**src/rtl/hdpwm_pkg.sv**
```systemverilog
// Package: shared configuration helpers for the hybrid pulse-width modulator.
// Assumes widths are passed as plain integers from the instantiating module.
package hdpwm_pkg;

    // True when the split of the duty word and the rate select are consistent.
    function automatic bit cfg_ok(input int duty_w, input int cnt_w, input int fsel_w);
        return (cnt_w >= 1) && (duty_w > cnt_w) && (((1 << fsel_w) - 1) <= cnt_w);
    endfunction

    // Number of clocks in one switching period for a given rate select.
    function automatic int period_clocks(input int cnt_w, input int sel);
        return 1 << (cnt_w - sel);
    endfunction

endpackage

```
**src/rtl/hdpwm_coarse.sv**
```systemverilog
// Coarse stage: period counter, capture of the duty and rate select at each
// period start, and the coarse match against the shifted upper duty bits.
// Assumes the rate select never shortens the period below one clock.
module hdpwm_coarse #(
    parameter int DUTY_W = 8,
    parameter int CNT_W  = 3,
    parameter int FSEL_W = 2,
    localparam int FINE_W = DUTY_W - CNT_W
) (
    input  logic              clk,
    input  logic              rst_n,
    input  logic [DUTY_W-1:0] duty_i,
    input  logic [FSEL_W-1:0] fsel_i,
    output logic [CNT_W-1:0]  cnt_o,
    output logic [CNT_W-1:0]  last_o,
    output logic [CNT_W-1:0]  up_o,
    output logic [FINE_W-1:0] fine_o,
    output logic [FSEL_W-1:0] sel_o,
    output logic              start_o,
    output logic              match_o,
    output logic              wrap_o
);

    logic [CNT_W-1:0]  cnt_q;
    logic [CNT_W-1:0]  up_q;
    logic [FINE_W-1:0] fine_q;
    logic [FSEL_W-1:0] sel_q;
    logic [CNT_W-1:0]  last_w;
    logic [CNT_W-1:0]  eff_w;

    // Terminal count and effective coarse code for the captured rate.
    always_comb begin
        last_w = {CNT_W{1'b1}} >> sel_q;
        eff_w  = up_q >> sel_q;
    end

    // Counter runs to the terminal count; inputs are captured at the wrap.
    always_ff @(posedge clk) begin
        if (!rst_n) begin
            cnt_q  <= {CNT_W{1'b1}};
            up_q   <= '0;
            fine_q <= '0;
            sel_q  <= '0;
        end else if (cnt_q == last_w) begin
            cnt_q  <= '0;
            up_q   <= duty_i[DUTY_W-1:FINE_W];
            fine_q <= duty_i[FINE_W-1:0];
            sel_q  <= fsel_i;
        end else begin
            cnt_q  <= cnt_q + 1'b1;
        end
    end

    assign cnt_o   = cnt_q;
    assign last_o  = last_w;
    assign up_o    = up_q;
    assign fine_o  = fine_q;
    assign sel_o   = sel_q;
    assign start_o = (cnt_q == '0);
    assign match_o = (cnt_q == eff_w);
    assign wrap_o  = (cnt_q == last_w);

endmodule

```
**src/rtl/hdpwm_tapsel.sv**
```systemverilog
// Fine stage: selects one delay-line phase marker by the captured fine code.
// Assumes every tap is a clean rising marker within each clock cycle.
module hdpwm_tapsel #(
    parameter int FINE_W = 5,
    localparam int NTAP = 1 << FINE_W
) (
    input  logic [NTAP-1:0]   taps_i,
    input  logic [FINE_W-1:0] sel_i,
    output logic              hit_o
);

    logic [NTAP-1:0] pick_w;

    // One AND term per tap; only the selected tap can pass.
    for (genvar g = 0; g < NTAP; g++) begin : g_tap
        assign pick_w[g] = (sel_i == FINE_W'(g)) & taps_i[g];
    end

    assign hit_o = |pick_w;

endmodule

```
**src/rtl/hdpwm_edge.sv**
```systemverilog
// Output stage: holds the pulse from the period start until the coarse match
// cycle, where the selected tap ends it between clock edges.
// Assumes the tap input is monotonic within a clock cycle, so no glitch occurs.
module hdpwm_edge (
    input  logic clk,
    input  logic rst_n,
    input  logic start_i,
    input  logic match_i,
    input  logic tap_hit_i,
    output logic pwm_o
);

    logic on_q;
    logic active_w;

    // The pulse is live at a period start or while it has not yet been ended.
    always_comb active_w = start_i | on_q;

    // Remember that the pulse continues into the next cycle of the period.
    always_ff @(posedge clk) begin
        if (!rst_n) on_q <= 1'b0;
        else        on_q <= active_w & ~match_i;
    end

    assign pwm_o = active_w & ~(match_i & tap_hit_i);

endmodule

```
**src/rtl/hdpwm.sv**
```systemverilog
// Top: hybrid counter plus delay-tap pulse-width modulator.
// Assumes taps_i comes from an external delay line locked to clk.
module hdpwm #(
    parameter int DUTY_W = 8,
    parameter int CNT_W  = 3,
    parameter int FSEL_W = 2,
    localparam int FINE_W = DUTY_W - CNT_W,
    localparam int NTAP   = 1 << FINE_W
) (
    input  logic              clk,
    input  logic              rst_n,
    input  logic [DUTY_W-1:0] duty_i,
    input  logic [FSEL_W-1:0] fsel_i,
    input  logic [NTAP-1:0]   taps_i,
    output logic              pwm_o
);

    logic [CNT_W-1:0]  cnt_w;
    logic [CNT_W-1:0]  last_w;
    logic [CNT_W-1:0]  up_w;
    logic [FINE_W-1:0] fine_w;
    logic [FSEL_W-1:0] sel_w;
    logic              start_w;
    logic              match_w;
    logic              wrap_w;
    logic              tap_hit_w;

    // Configuration guard evaluated once at start.
    initial begin
        assert (hdpwm_pkg::cfg_ok(DUTY_W, CNT_W, FSEL_W))
            else $error("hdpwm: inconsistent width parameters");
    end

    hdpwm_coarse #(
        .DUTY_W(DUTY_W), .CNT_W(CNT_W), .FSEL_W(FSEL_W)
    ) u_coarse (
        .clk(clk), .rst_n(rst_n), .duty_i(duty_i), .fsel_i(fsel_i),
        .cnt_o(cnt_w), .last_o(last_w), .up_o(up_w), .fine_o(fine_w),
        .sel_o(sel_w), .start_o(start_w), .match_o(match_w), .wrap_o(wrap_w)
    );

    hdpwm_tapsel #(.FINE_W(FINE_W)) u_tapsel (
        .taps_i(taps_i), .sel_i(fine_w), .hit_o(tap_hit_w)
    );

    hdpwm_edge u_edge (
        .clk(clk), .rst_n(rst_n), .start_i(start_w), .match_i(match_w),
        .tap_hit_i(tap_hit_w), .pwm_o(pwm_o)
    );

endmodule

```
**config.mk**
```make
export PLATFORM = sky130hd
export DESIGN_NAME = hdpwm
export DESIGN_NICKNAME = d
export VERILOG_FILES = /design/src/rtl/hdpwm_pkg.sv /design/src/rtl/hdpwm_coarse.sv /design/src/rtl/hdpwm_tapsel.sv /design/src/rtl/hdpwm_edge.sv /design/src/rtl/hdpwm.sv
export SDC_FILE = /design/constraint.sdc
export NUM_CORES = 1
export LEC_CHECK = 0
export ABC_AREA = 1
export ABC_CLOCK_PERIOD_IN_PS = 1400
export BUFFER_PORTS_ARGS = -buffer_cell sky130_fd_sc_hd__buf_2
export CORE_ASPECT_RATIO = 0.5
export CORE_MARGIN = 2
export CORE_UTILIZATION = 35
export DETAILED_ROUTE_END_ITERATION = 6
export GPL_TIMING_DRIVEN = 0
export PLACE_DENSITY_LB_ADDON = 0.25
export REMOVE_ABC_BUFFERS = 1
export SKIP_LAST_GASP = 1
export SYNTH_ARGS = -nofsm -noshare
export SYNTH_HDL_FRONTEND = slang
export SYNTH_SLANG_ARGS = --single-unit
```
**constraint.sdc**
```tcl
create_clock -name clk -period 1.4 [get_ports clk]
set_clock_uncertainty 0.05 [all_clocks]
set_input_delay 0.21 -clock clk [delete_from_list [all_inputs] [get_ports clk]]
set_output_delay 0.21 -clock clk [all_outputs]
set_load 0.01 [all_outputs]
```
Word-level counts from Yosys, hierarchy flattened

Index checks and enable logic that the tools add are counted.

Word-level logic and storage cells: 83
Output and inout bits: 1
Flip-flop bits (word level): 14

Equal/unequal tests: 33
Reduce and logical (&&, ||, !) cells: 3
Shift operators: 2
Multiplexer cells: 1
Bitwise logic cells: 38
Add/sub/neg operators: 1

Operators by type and width:

| cell                | count |
|---|---|
| $eq 5x5->1 const B  | 16 |
| $eq 5x4->1 const B  | 8 |
| $and 1x1->1         | 35 |
| $reduce_or 32->1    | 1 |
| $eq 5x3->1 const B  | 4 |
| $eq 5x2->1 const B  | 2 |
| $eq 3x3->1          | 2 |
| $eq 5x1->1 const B  | 1 |
| $logic_not 5->1     | 1 |
| $add 3x1->3 const B | 1 |
| $logic_not 3->1     | 1 |
| $mux 3              | 1 |
| $shr 3x2->3         | 1 |
| $shr 3x2->3 const A | 1 |
| $not 1->1           | 2 |
| $or 1x1->1          | 1 |

Depth between registers and ports, before layout

Gate-level depths: netlist of the first run.

Word-level depth: 6
Depth in mapped cells: 12

Modules after synthesis

A second synthesis of the first run with hierarchy kept.

Cell total of the unflattened synthesis: 215
Area, all modules: 1186.1 µm²

By module, submodules not included:

| module       | area an instance (µm²) | times used | sequential area each (µm²) | cells each |
|---|---|---|---|---|
| hdpwm_coarse | 755.7                  | 1          | 260.2                      | 121 |
| hdpwm_tapsel | 379.1                  | 1          | 0.0                        | 86 |
| hdpwm_edge   | 51.3                   | 1          | 20.0                       | 8 |

Worst setup path before layout of the first run

Ideal clock, no wire load.

Kind: register to output
Start point: reg u_coarse.fine_q[1] (netlist: u_coarse.fine_o[1])
End point: out pwm_o
Path slack: 53 ps
Arrival time: 1087 ps
Data required time: 1140 ps
Stages on the path, launching flop included: 12
Path buffers: 0
Cells stage by stage: dfxtp_1 > nand2_1 > nor2_1 > nand2_1 > nand2_1 > clkinv_1 > nand2_1 > nor2_1 > nand2_1 > nand3_1 > nand2_1 > inv_1

Cells in the longest elaborated chain, start to end: 6
Elaborated cells on any way between the ends: 68
Those cells by class: 31 x eq/ne; 35 x bitwise; 2 x reduce/logical

Ends and longest elaborated chain:

| element                                  | line               | RTL |
|---|---|---|
| start, declared                          | hdpwm_coarse.sv:26 | `logic [FINE_W-1:0] fine_q;` |
| start signal, assigned                   | hdpwm_coarse.sv:47 | `fine_q <= duty_i[FINE_W-1:0];` |
| $eq 5x1->1, or another cell as far along | hdpwm_tapsel.sv:16 | `assign pick_w[g] = (sel_i == FINE_W'(g)) & taps_i[g];` |
| $and 1x1->1                              | hdpwm_tapsel.sv:16 |  |
| $reduce_or 32->1 *                       | hdpwm_tapsel.sv:19 | `assign hit_o = \|pick_w;` |
| $and 1x1->1 *                            | hdpwm_edge.sv:25   | `assign pwm_o = active_w & ~(match_i & tap_hit_i);` |
| $not 1->1 *                              | hdpwm_edge.sv:25   |  |
| $and 1x1->1 *                            | hdpwm_edge.sv:25   |  |
| end, declared                            | hdpwm.sv:15        | `output logic pwm_o` |

Every way passes the cells marked *; elsewhere a longest branch is shown, timed or not.

Worst setup path in the final report of the first run

Ends and elaborated chain as after synthesis.

==> flow_summary_export.csv, run 1 <==
group,metric,value,unit
status,status,"finished, violations left",
status,violations,"setup timing",
clock_tree,clkTransAtPathRegs,0.06,ns
timing,finalHoldViolations,0,
power,irDropWorstVdd,0.852,mV
finish,postLayoutCoreUtil,0.532,
timing,rsz0062_at_grt,"yes",
timing,setup_viol,13,
clock_tree,htreeDepth,1,
finish,nNetsFinal,265,
timing,setup_tns,-1.22,ns
detailed_routing,wl_per_cell,9.75,um
detailed_routing,wl,2.49,mm
timing,fin_crit,1.80,ns
timing,fin_crit_sh,1.28,
global_routing,grt_pass1_wl,4.52,mm
worst_setup_path,required,1.14,ns
finish,n_antenna_cell,0,
detailed_routing,ant_nets,0,
synthesis,ys_types,19,
clock_tree,insertion_delay,0.25,ns
detailed_routing,drt_iter0_drc,76,
timing,setup_ws,-0.396,ns
global_routing,antenna_found_initial,0,
die,die_h,41.8,um
timing,fmax,557,MHz
synthesis,yosysWarnings,0,
detailed_routing,vias,1167,
place,io_buffers,44,
die,io_pins,45,
clock_tree,hold_buffers,0,
detailed_routing,drt-pass1-iter-count,5,
synthesis,syn_inst,172,
die,rows,13,
flow_run,cap_violations,0,
global_routing,grt_pass1_vias,1081,
finish,drive_above_1_share,0.344,
global_routing,grt_max_degree,23,
clock_tree,clock_path_buffers,2,
timing,fin_hold_ws,0.175,ns
worst_setup_path,cp_max_fo,5,
clock_tree,cts_made_buffers,3,
worst_setup_path,path_class,"reg2out",
synthesis,syn-cell-area,998,um2
global_routing,grt_overflow,0,
power,power_density,1930,mW/mm2
detailed_routing,drc,0,
die,initial_core_util,0.377,
die,core_area,0.00265,mm2
synthesis,synth_seq_cells,14,
clock_tree,clock-root-buffer,"clkbuf_8",
power,leakage,0.731,nW
timing,maxSlewHeadroom,0.741,
worst_setup_path,cp.arrival,1.54,ns
global_routing,grt_usage,0.168,
die,dieWidth,79.5,um
worst_setup_path,worstSetupStartpointType,"register",
synthesis,synth_seq_area_share,0.281,
clock_tree,cts_tree,"yes",
timing,tightest_slew,0.387,ns
finish,area_growth,41.2,%
timing,slew_viol_final,0,
place,place_congestion,0.813,
hold_path,min_path_type,"in2reg",
worst_setup_path,end_kind,"output pin",
place,dp_slack,-0.344,ns
synthesis,avgSynthCellArea,5.80,um2
detailed_routing,viasPerCell,4.58,
die,die-area,0.00332,mm2
place,hpwl,1.97,mm
clock_tree,cts.sinks,14,
==> layer usage <==
layer  GRT usage  part of all wire  routed length (um)
met4      0.0310            0.0085                  21
met2       0.291              0.46                1140
met5           0                 0                   0
met3      0.0478             0.065                 162
met1       0.210              0.47                1160
==> worst max-delay path, cell delays in order, from the launching register on <==
cell and delay (ns):
dfxtp_4 0.42, inv_2 0.06, nand2_1 0.09, nor2_1 0.06
nand2_1 0.06, nand4_1 0.08, nor2_1 0.13, nand2_1 0.09
nand3_1 0.08, nand2_1 0.05, inv_1 0.04, buf_2 0.12
==> per-stage QoR <==
stage          cell area [um2]  std cells  total power (W)
3_5_place_dp              1250        250          0.00207
5_1_grt                   1410        255          0.00303
3_3_place_gp              1250        250          0.00205
2_1_floorplan              982        169          0.00174
4_1_cts                   1400        255          0.00271
6_report                  1410        255          0.00273
==> area by class of cell <==
class,count,area (um2)
Fill cell,292,1240
Multi-Input combinational cell,131,687
Sequential cell,14,297
Timing Repair Buffer,45,228
Inverter,24,97.6
Clock buffer,4,55.1
Tap cell,37,46.3
==> report_power, final <==
group | switching [W] | total (W) | internal [W]
Combinational | 0.000913 | 0.00147 | 0.000556
Sequential | 0.000259 | 0.000870 | 0.000611
Clock | 0.000141 | 0.000390 | 0.000249
Total | 0.00131 | 0.00273 | 0.00142
==> placed cells by master (no fill, tap or decap), drive strengths merged <==
| master | instances |
|---|---|
| clkinv | 1 |
| a21oi | 12 |
| nand2 | 47 |
| dfxtp | 14 |
| nand4 | 4 |
| o21ai | 14 |
| ha | 2 |
| buf | 45 |
| nor3 | 1 |
| xor2 | 3 |
| nor2 | 26 |
| xnor2 | 1 |
| nand3 | 21 |
| clkbuf | 4 |
| inv | 23 |
==> state kept, by name (all words and copies together), names as in the netlist <==
signal / count
u_coarse.cnt_o: 3
u_coarse.fine_o: 5
u_coarse.sel_o: 2
u_coarse.up_o: 3
u_edge.on_q: 1
==> cell usage after synthesis <==
| cell type | n | share of area |
|---|---|---|
| o21ai_1 | 8 | 0.040 |
| nand3_1 | 21 | 0.11 |
| buf_4 | 1 | 0.0075 |
| clkinv_1 | 1 | 0.0038 |
| dfxtp_1 | 14 | 0.28 |
| nor2_1 | 21 | 0.079 |
| buf_2 | 1 | 0.0050 |
| nor3_1 | 1 | 0.0050 |
| nand4_1 | 4 | 0.025 |
| inv_2 | 5 | 0.019 |
| o21ai_0 | 6 | 0.030 |
| inv_1 | 18 | 0.068 |
| nor2_2 | 5 | 0.031 |
| a21oi_1 | 12 | 0.060 |
| clkbuf_1 | 1 | 0.0038 |
| nand2_1 | 47 | 0.18 |
| xor2_1 | 3 | 0.026 |
| ha_1 | 2 | 0.025 |
| xnor2_1 | 1 | 0.0088 |
==> worst paths after layout <==
check / startpoint / endpoint / slack, ns / cells past startpoint
setup / recovery: u_coarse.fine_o[1] / pwm_o / -0.40 / 11
hold reg to reg: u_coarse.up_o[0] / u_coarse.up_o[0] / 0.40 / 2
hold / removal: duty_i[3] / u_coarse.fine_o[3] / 0.17 / 3
setup reg to reg: u_coarse.sel_o[1] / u_coarse.fine_o[0] / -0.12 / 6
==> what timing repair did <==
| action | 4_1_cts | 5_1_grt |
|---|---|---|
| pin swaps | 4 | 0 |
| setup buffers | 1 | 0 |
| setup endpoints to repair | 14 | 14 |
| resized for setup | 30 | 4 |
==> logic make-up (layout without fill, tap and decap cells) <==
family | Yosys count | in the layout | share of synthesized area
buffers and inverters | 27 | 73 | 0.107
adders and majority gates | 2 | 2 | 0.0251
AOI/OAI and AO/OA | 26 | 26 | 0.130
DFF | 14 | 14 | 0.281
and+or+nand+nor | 99 | 99 | 0.422
xor gates and xnor gates | 4 | 4 | 0.0351
Note: power is estimated with default switching activity, not from simulation.
==> run 2, diff against run 1 <==
BUFFER_PORTS_ARGS = not set   (was -buffer_cell sky130_fd_sc_hd__buf_2)
DONT_BUFFER_PORTS = 1   (was not set)
==> flow_summary_export.csv, run 2 (same netlist as run 1, synthesis figures left out) <==
group,metric,value,unit
worst_setup_path,slowest_delay,0.31,ns
worst_setup_path,cp.arrival,1.51,ns
worst_setup_path,required,1.14,ns
clock_tree,cts.sinks,14,
worst_setup_path,path_class,"reg2out",
clock_tree,htreeDepth,1,
detailed_routing,wl_per_cell,12.5,um
hold_path,holdPathStages,2,
worst_setup_path,timing.critical_path.cells,"inv_1 > o21ai_0 > nand4_1 > nand2_1 > nand2_1 > nor2_1 > nand3_1 > nand2_1 > inv_2",
status,violations,"setup timing",
detailed_routing,drt_iter0_drc,28,
detailed_routing,vias,1061,
power,irDropWorstVdd,0.852,mV
clock_tree,clock_path_buffers,2,
place,io_buffers,0,
flow_run,cap_violations,0,
die,die-area,0.00332,mm2
global_routing,grt_pass1_vias,1015,
worst_setup_path,worstSetupStartpointType,"register",
finish,num-fill-cells,293,
worst_setup_path,cp_common_cell,"nand2_1",
detailed_routing,ant_nets,0,
clock_tree,cts_tree,"yes",
detailed_routing,viasPerCell,4.93,
place,hpwl,1.92,mm
global_routing,grt_overflow,0,
worst_setup_path,r2r_cells,6,
power,total_power,0.00300,W
timing,rsz0062_at_grt,"yes",
timing,finalHoldViolations,0,
finish,largest_reg_flops,5,
worst_setup_path,crit_cells,9,
finish,final_cell_mix,"nand2_1, nand3_1, inv_1",
die,dieWidth,79.5,um
finish,area_growth,26.7,%
global_routing,grt_pass1_wl,4.30,mm
finish,nNetsFinal,225,
place,place_congestion,0.763,
global_routing,grt_usage,0.165,
clock_tree,insertion_delay,0.25,ns
clock_tree,clkTransAtPathRegs,0.06,ns
clock_tree,cts_made_buffers,3,
timing,slew_viol_final,0,
worst_setup_path,end_kind,"output pin",
timing,maxSlewHeadroom,0.829,
worst_setup_path,cp_top_family,"simple AND/OR/NAND/NOR gates",
finish,postLayoutCoreUtil,0.477,
worst_setup_path,r2r_slack,0.09,ns
die,initial_core_util,0.377,
detailed_routing,wl,2.68,mm
die,io_pins,45,
status,status,"finished, violations left",
global_routing,antenna_found_initial,0,
finish,n_antenna_cell,0,
die,rows,13,
timing,fin_hold_ws,0.00944,ns
finish,final_common_cell,"nand2_1",
timing,setup_viol,1,
worst_setup_path,critPathBufInv,2,
timing,setup_ws,-0.365,ns
timing,fmax,567,MHz
timing,fin_crit,1.77,ns
worst_setup_path,slowest_stage,"dfxtp_1",
die,core_area,0.00265,mm2
detailed_routing,drt-pass1-iter-count,4,
die,die_h,41.8,um
power,leakage,0.560,nW
timing,fin_crit_sh,1.26,
global_routing,grt_max_degree,13,
finish,drive_above_1_share,0.258,
worst_setup_path,cp_max_fo,5,
timing,tightest_slew,0.254,ns
power,power_density,2370,mW/mm2
clock_tree,clock-root-buffer,"clkbuf_8",
hold_path,min_path_type,"in2reg",
detailed_routing,drc,0,
-- run 2: what timing repair did --
item,4_1_cts,5_1_grt
buffers inserted,2,0
endpoints found under the setup margin,14,14
hold buffers,1,0
cloned,1,1
gates resized for setup,32,17
endpoints found under the hold margin,3,0
pin swaps,5,4
-- run 2: final timing paths --
kind	from	endpoint
worst max-delay path	u_coarse.up_o[2]	pwm_o
worst min-delay path	rst_n	u_coarse.fine_o[0]
worst max register to register	u_coarse.sel_o[1]	u_coarse.up_o[2]
worst min register to register	u_coarse.up_o[0]	u_coarse.up_o[0]
-- run 2: area by class of cell --
type | instances | area [um2] | share of cell area
Multi-Input combinational cell | 133 | 737 | 0.583
Sequential cell | 14 | 304 | 0.240
Inverter | 24 | 97.6 | 0.0772
Clock buffer | 4 | 55.1 | 0.0435
Tap cell | 37 | 46.3 | 0.0366
Timing Repair Buffer | 3 | 25.0 | 0.0198
-- run 2: per-stage QoR --
stage | setup slack (ns) | setup TNS, ns | instances | cell area, um2
after floorplan | -0.0507 | -0.242 | 169 | 982
after global placement | -0.338 | -3.46 | 206 | 1030
after detailed placement | -0.347 | -3.57 | 206 | 1030
after CTS | -0.322 | -0.322 | 214 | 1200
after global routing | -0.567 | -0.591 | 215 | 1260
final | -0.365 | -0.365 | 215 | 1260
-- run 2: where the power goes --
group | internal [W] | leakage (nW) | switching (W)
sequential | 0.000626 | 0.120 | 0.000253
combinational | 0.000631 | 0.412 | 0.00109
clock | 0.000250 | 0.0288 | 0.000147
total | 0.00151 | 0.560 | 0.00149
-- run 2: layer usage --
metal  vias up  global-route usage  part of all wire
met2        22               0.287              0.50
li1        567                   -                 -
met5         -                   0                 0
met3         4              0.0391             0.055
met1       468               0.193              0.43
met4         0              0.0724             0.019
==> run 3, diff against run 2 <==
ABC_AREA = not set   (was 1)
==> flow_summary_export.csv, run 3 <==
group,metric,value,unit
status,status,"finished, violations left",
status,violations,"setup timing",
synthesis,syn_inst,138,
detailed_routing,viasPerCell,6.08,
worst_setup_path,crit_start,"u_coarse.fine_o[2]",
synthesis,yosysTopAreaCell,"dfxtp_1",
flow_run,cap_violations,0,
timing,finalHoldViolations,0,
finish,postLayoutCoreUtil,0.497,
place,placed_cell_area,0.00105,mm2
timing,setup_tns,-6.28,ns
clock_tree,cts_made_buffers,3,
synthesis,synthArstFlopShare,0,
power,total_power,0.00315,W
clock_tree,cts.sinks,14,
place,hpwl,1.79,mm
worst_setup_path,end_kind,"output pin",
finish,num-fill-cells,277,
power,power_density,2140,mW/mm2
detailed_routing,drt-pass1-iter-count,4,
global_routing,grt-busiest-layer,"met2",
synthesis,synthXorXnorAreaFrac,0.0163,
synthesis,synth_top_family_by_area,"simple AND/OR/NAND/NOR gates",
worst_setup_path,cp_max_fo,2,
place,place_congestion,0.807,
worst_setup_path,reg2reg_from,"u_coarse.cnt_o[1]",
global_routing,grt_usage,0.185,
clock_tree,clock-root-buffer,"clkbuf_8",
detailed_routing,vias,1106,
global_routing,grt_overflow,0,
synthesis,synth_ff_type,"dfxtp_1",
global_routing,met1_usage,0.210,
synthesis,yosysWarnings,0,
power,leakage,0.466,nW
die,die_h,43.2,um
timing,slew_viol_final,0,
global_routing,grt_max_degree,19,
timing,tightest_slew,0.555,ns
detailed_routing,wl_per_cell,18.1,um
synthesis,synth_common_cells,"o21ai_0, dfxtp_1, a21oi_1, nand3_1, mux2i_1",
synthesis,avgSynthCellArea,7.78,um2
synthesis,syn-cell-area,0.00107,mm2
synthesis,synthTopCellsByArea,"dfxtp_1, mux2i_1, o21ai_0",
finish,final_cell_mix,"mux2i_1, nand3_2, a21oi_2",
finish,n_antenna_cell,0,
detailed_routing,ant_nets,0,
global_routing,grt_use_met3,0.0681,
synthesis,synth_seq_area_share,0.261,
timing,setup_viol,15,
synthesis,synth_adder_area_share,0.0233,
worst_setup_path,worstSetupStartpointType,"register",
synthesis,synth_top_cell_area_share,0.261,
finish,stdcell_area,0.00147,mm2
detailed_routing,drc,0,
place,io_buffers,0,
synthesis,synth_seq_cells,14,
synthesis,synth-edff-count,0,
synthesis,synth.most_common_cell,"o21ai_0",
clock_tree,cts_tree,"yes",
detailed_routing,drt_iter0_drc,71,
clock_tree,insertion_delay,0.25,ns
timing,fmax,447,MHz
worst_setup_path,cp.arrival,1.98,ns
finish,nNetsFinal,189,
place,dp_slack,-1.11,ns
timing,fin_crit_sh,1.60,
clock_tree,clock_path_buffers,2,
timing,fin_crit,2.24,ns
worst_setup_path,required,1.14,ns
synthesis,ys_types,40,
global_routing,grt_pass1_vias,1027,
global_routing,antenna_found_initial,0,
worst_setup_path,path_class,"reg2out",
die,rows,14,
die,die-area,0.00355,mm2
power,irDropWorstVdd,0.733,mV
synthesis,synth_compound_area_frac,0.246,
clock_tree,clkTransAtPathRegs,0.06,ns
finish,drive_above_1_share,0.472,
die,dieWidth,82.3,um
hold_path,min_path_type,"in2reg",
clock_tree,htreeDepth,1,
die,initial_core_util,0.363,
timing,maxSlewHeadroom,0.629,
hold_path,hp-start,"rst_n",
global_routing,grt_pass1_wl,4.81,mm
die,io_pins,45,
timing,setup_ws,-0.836,ns
synthesis,synth-simple-area-share,0.253,
finish,largest_reg_flops,5,
detailed_routing,wl,3.30,mm
global_routing,grt_use_met2,0.327,
timing,rsz0062_at_grt,"yes",
synthesis,muxShareOfSynthArea,0.115,
finish,area_growth,37.1,%
die,core_area,0.00296,mm2
[run 3: final timing paths]
check / end / cells after the start / slack [ns]
worst max-delay path: pwm_o / 5 / -0.84
worst min-delay path: u_coarse.cnt_o[2] / 1 / 0.02
worst max register to register: u_coarse.up_o[0] / 7 / -0.47
worst min register to register: u_coarse.up_o[1] / 2 / 0.45
[run 3: what timing repair did]
action	4_1_cts	5_1_grt
cloned	2	0
setup buffers	9	2
hold buffers	1	0
pin swaps	8	34
endpoints found under the setup margin	15	15
resized for setup	35	39
endpoints found under the hold margin	2	0
[run 3: worst max-delay path, stage by stage, from the launching register on]
cell and delay [ns]:
dfxtp_4 0.35, mux4_2 0.50, o22ai_2 0.15, a311oi_1 0.07
or4_4 0.46, a31oi_4 0.21
[run 3: stage by stage]
| stage | instances | hold slack, ns |
|---|---|---|
| after CTS | 180 | 0.0185 |
| final | 182 | 0.0192 |
| after global placement | 164 | 0.225 |
| after global routing | 182 | 0.0120 |
| after floorplan | 124 | 0.222 |
| after detailed placement | 164 | 0.225 |
[run 3: where the power goes]
group / leakage (nW) / total, W / internal (W) / switching, W
clock network: 0.0288 / 0.000401 / 0.000249 / 0.000152
logic: 0.318 / 0.00189 / 0.000869 / 0.00102
registers: 0.119 / 0.000866 / 0.000574 / 0.000292
total: 0.466 / 0.00315 / 0.00169 / 0.00146
[run 3: cell families after synthesis]
group / Yosys count
AO/OA/AOI/OAI: 46
multiplexers: 11
XOR/XNOR: 2
AND/OR/NAND/NOR: 44
flip-flops: 14
buffers and inverters: 19
adder cells (fa/ha/maj): 2
[run 3: layout make-up]
cell class              count  area [um2]  share of cell area
multi-input cells         107         941               0.639
inverters                   5        18.8              0.0128
flip-flops and latches     14         303               0.206
clock buffers               4        55.1              0.0374
repair buffers             12         104              0.0706
well taps                  40        50.0              0.0340
[run 3: metal layers]
metal  routed length (um)  vias up
met5                    0        -
met4                   38        0
met3                  209        6
met2                 1640       47
met1                 1410      522
li1                     -      531
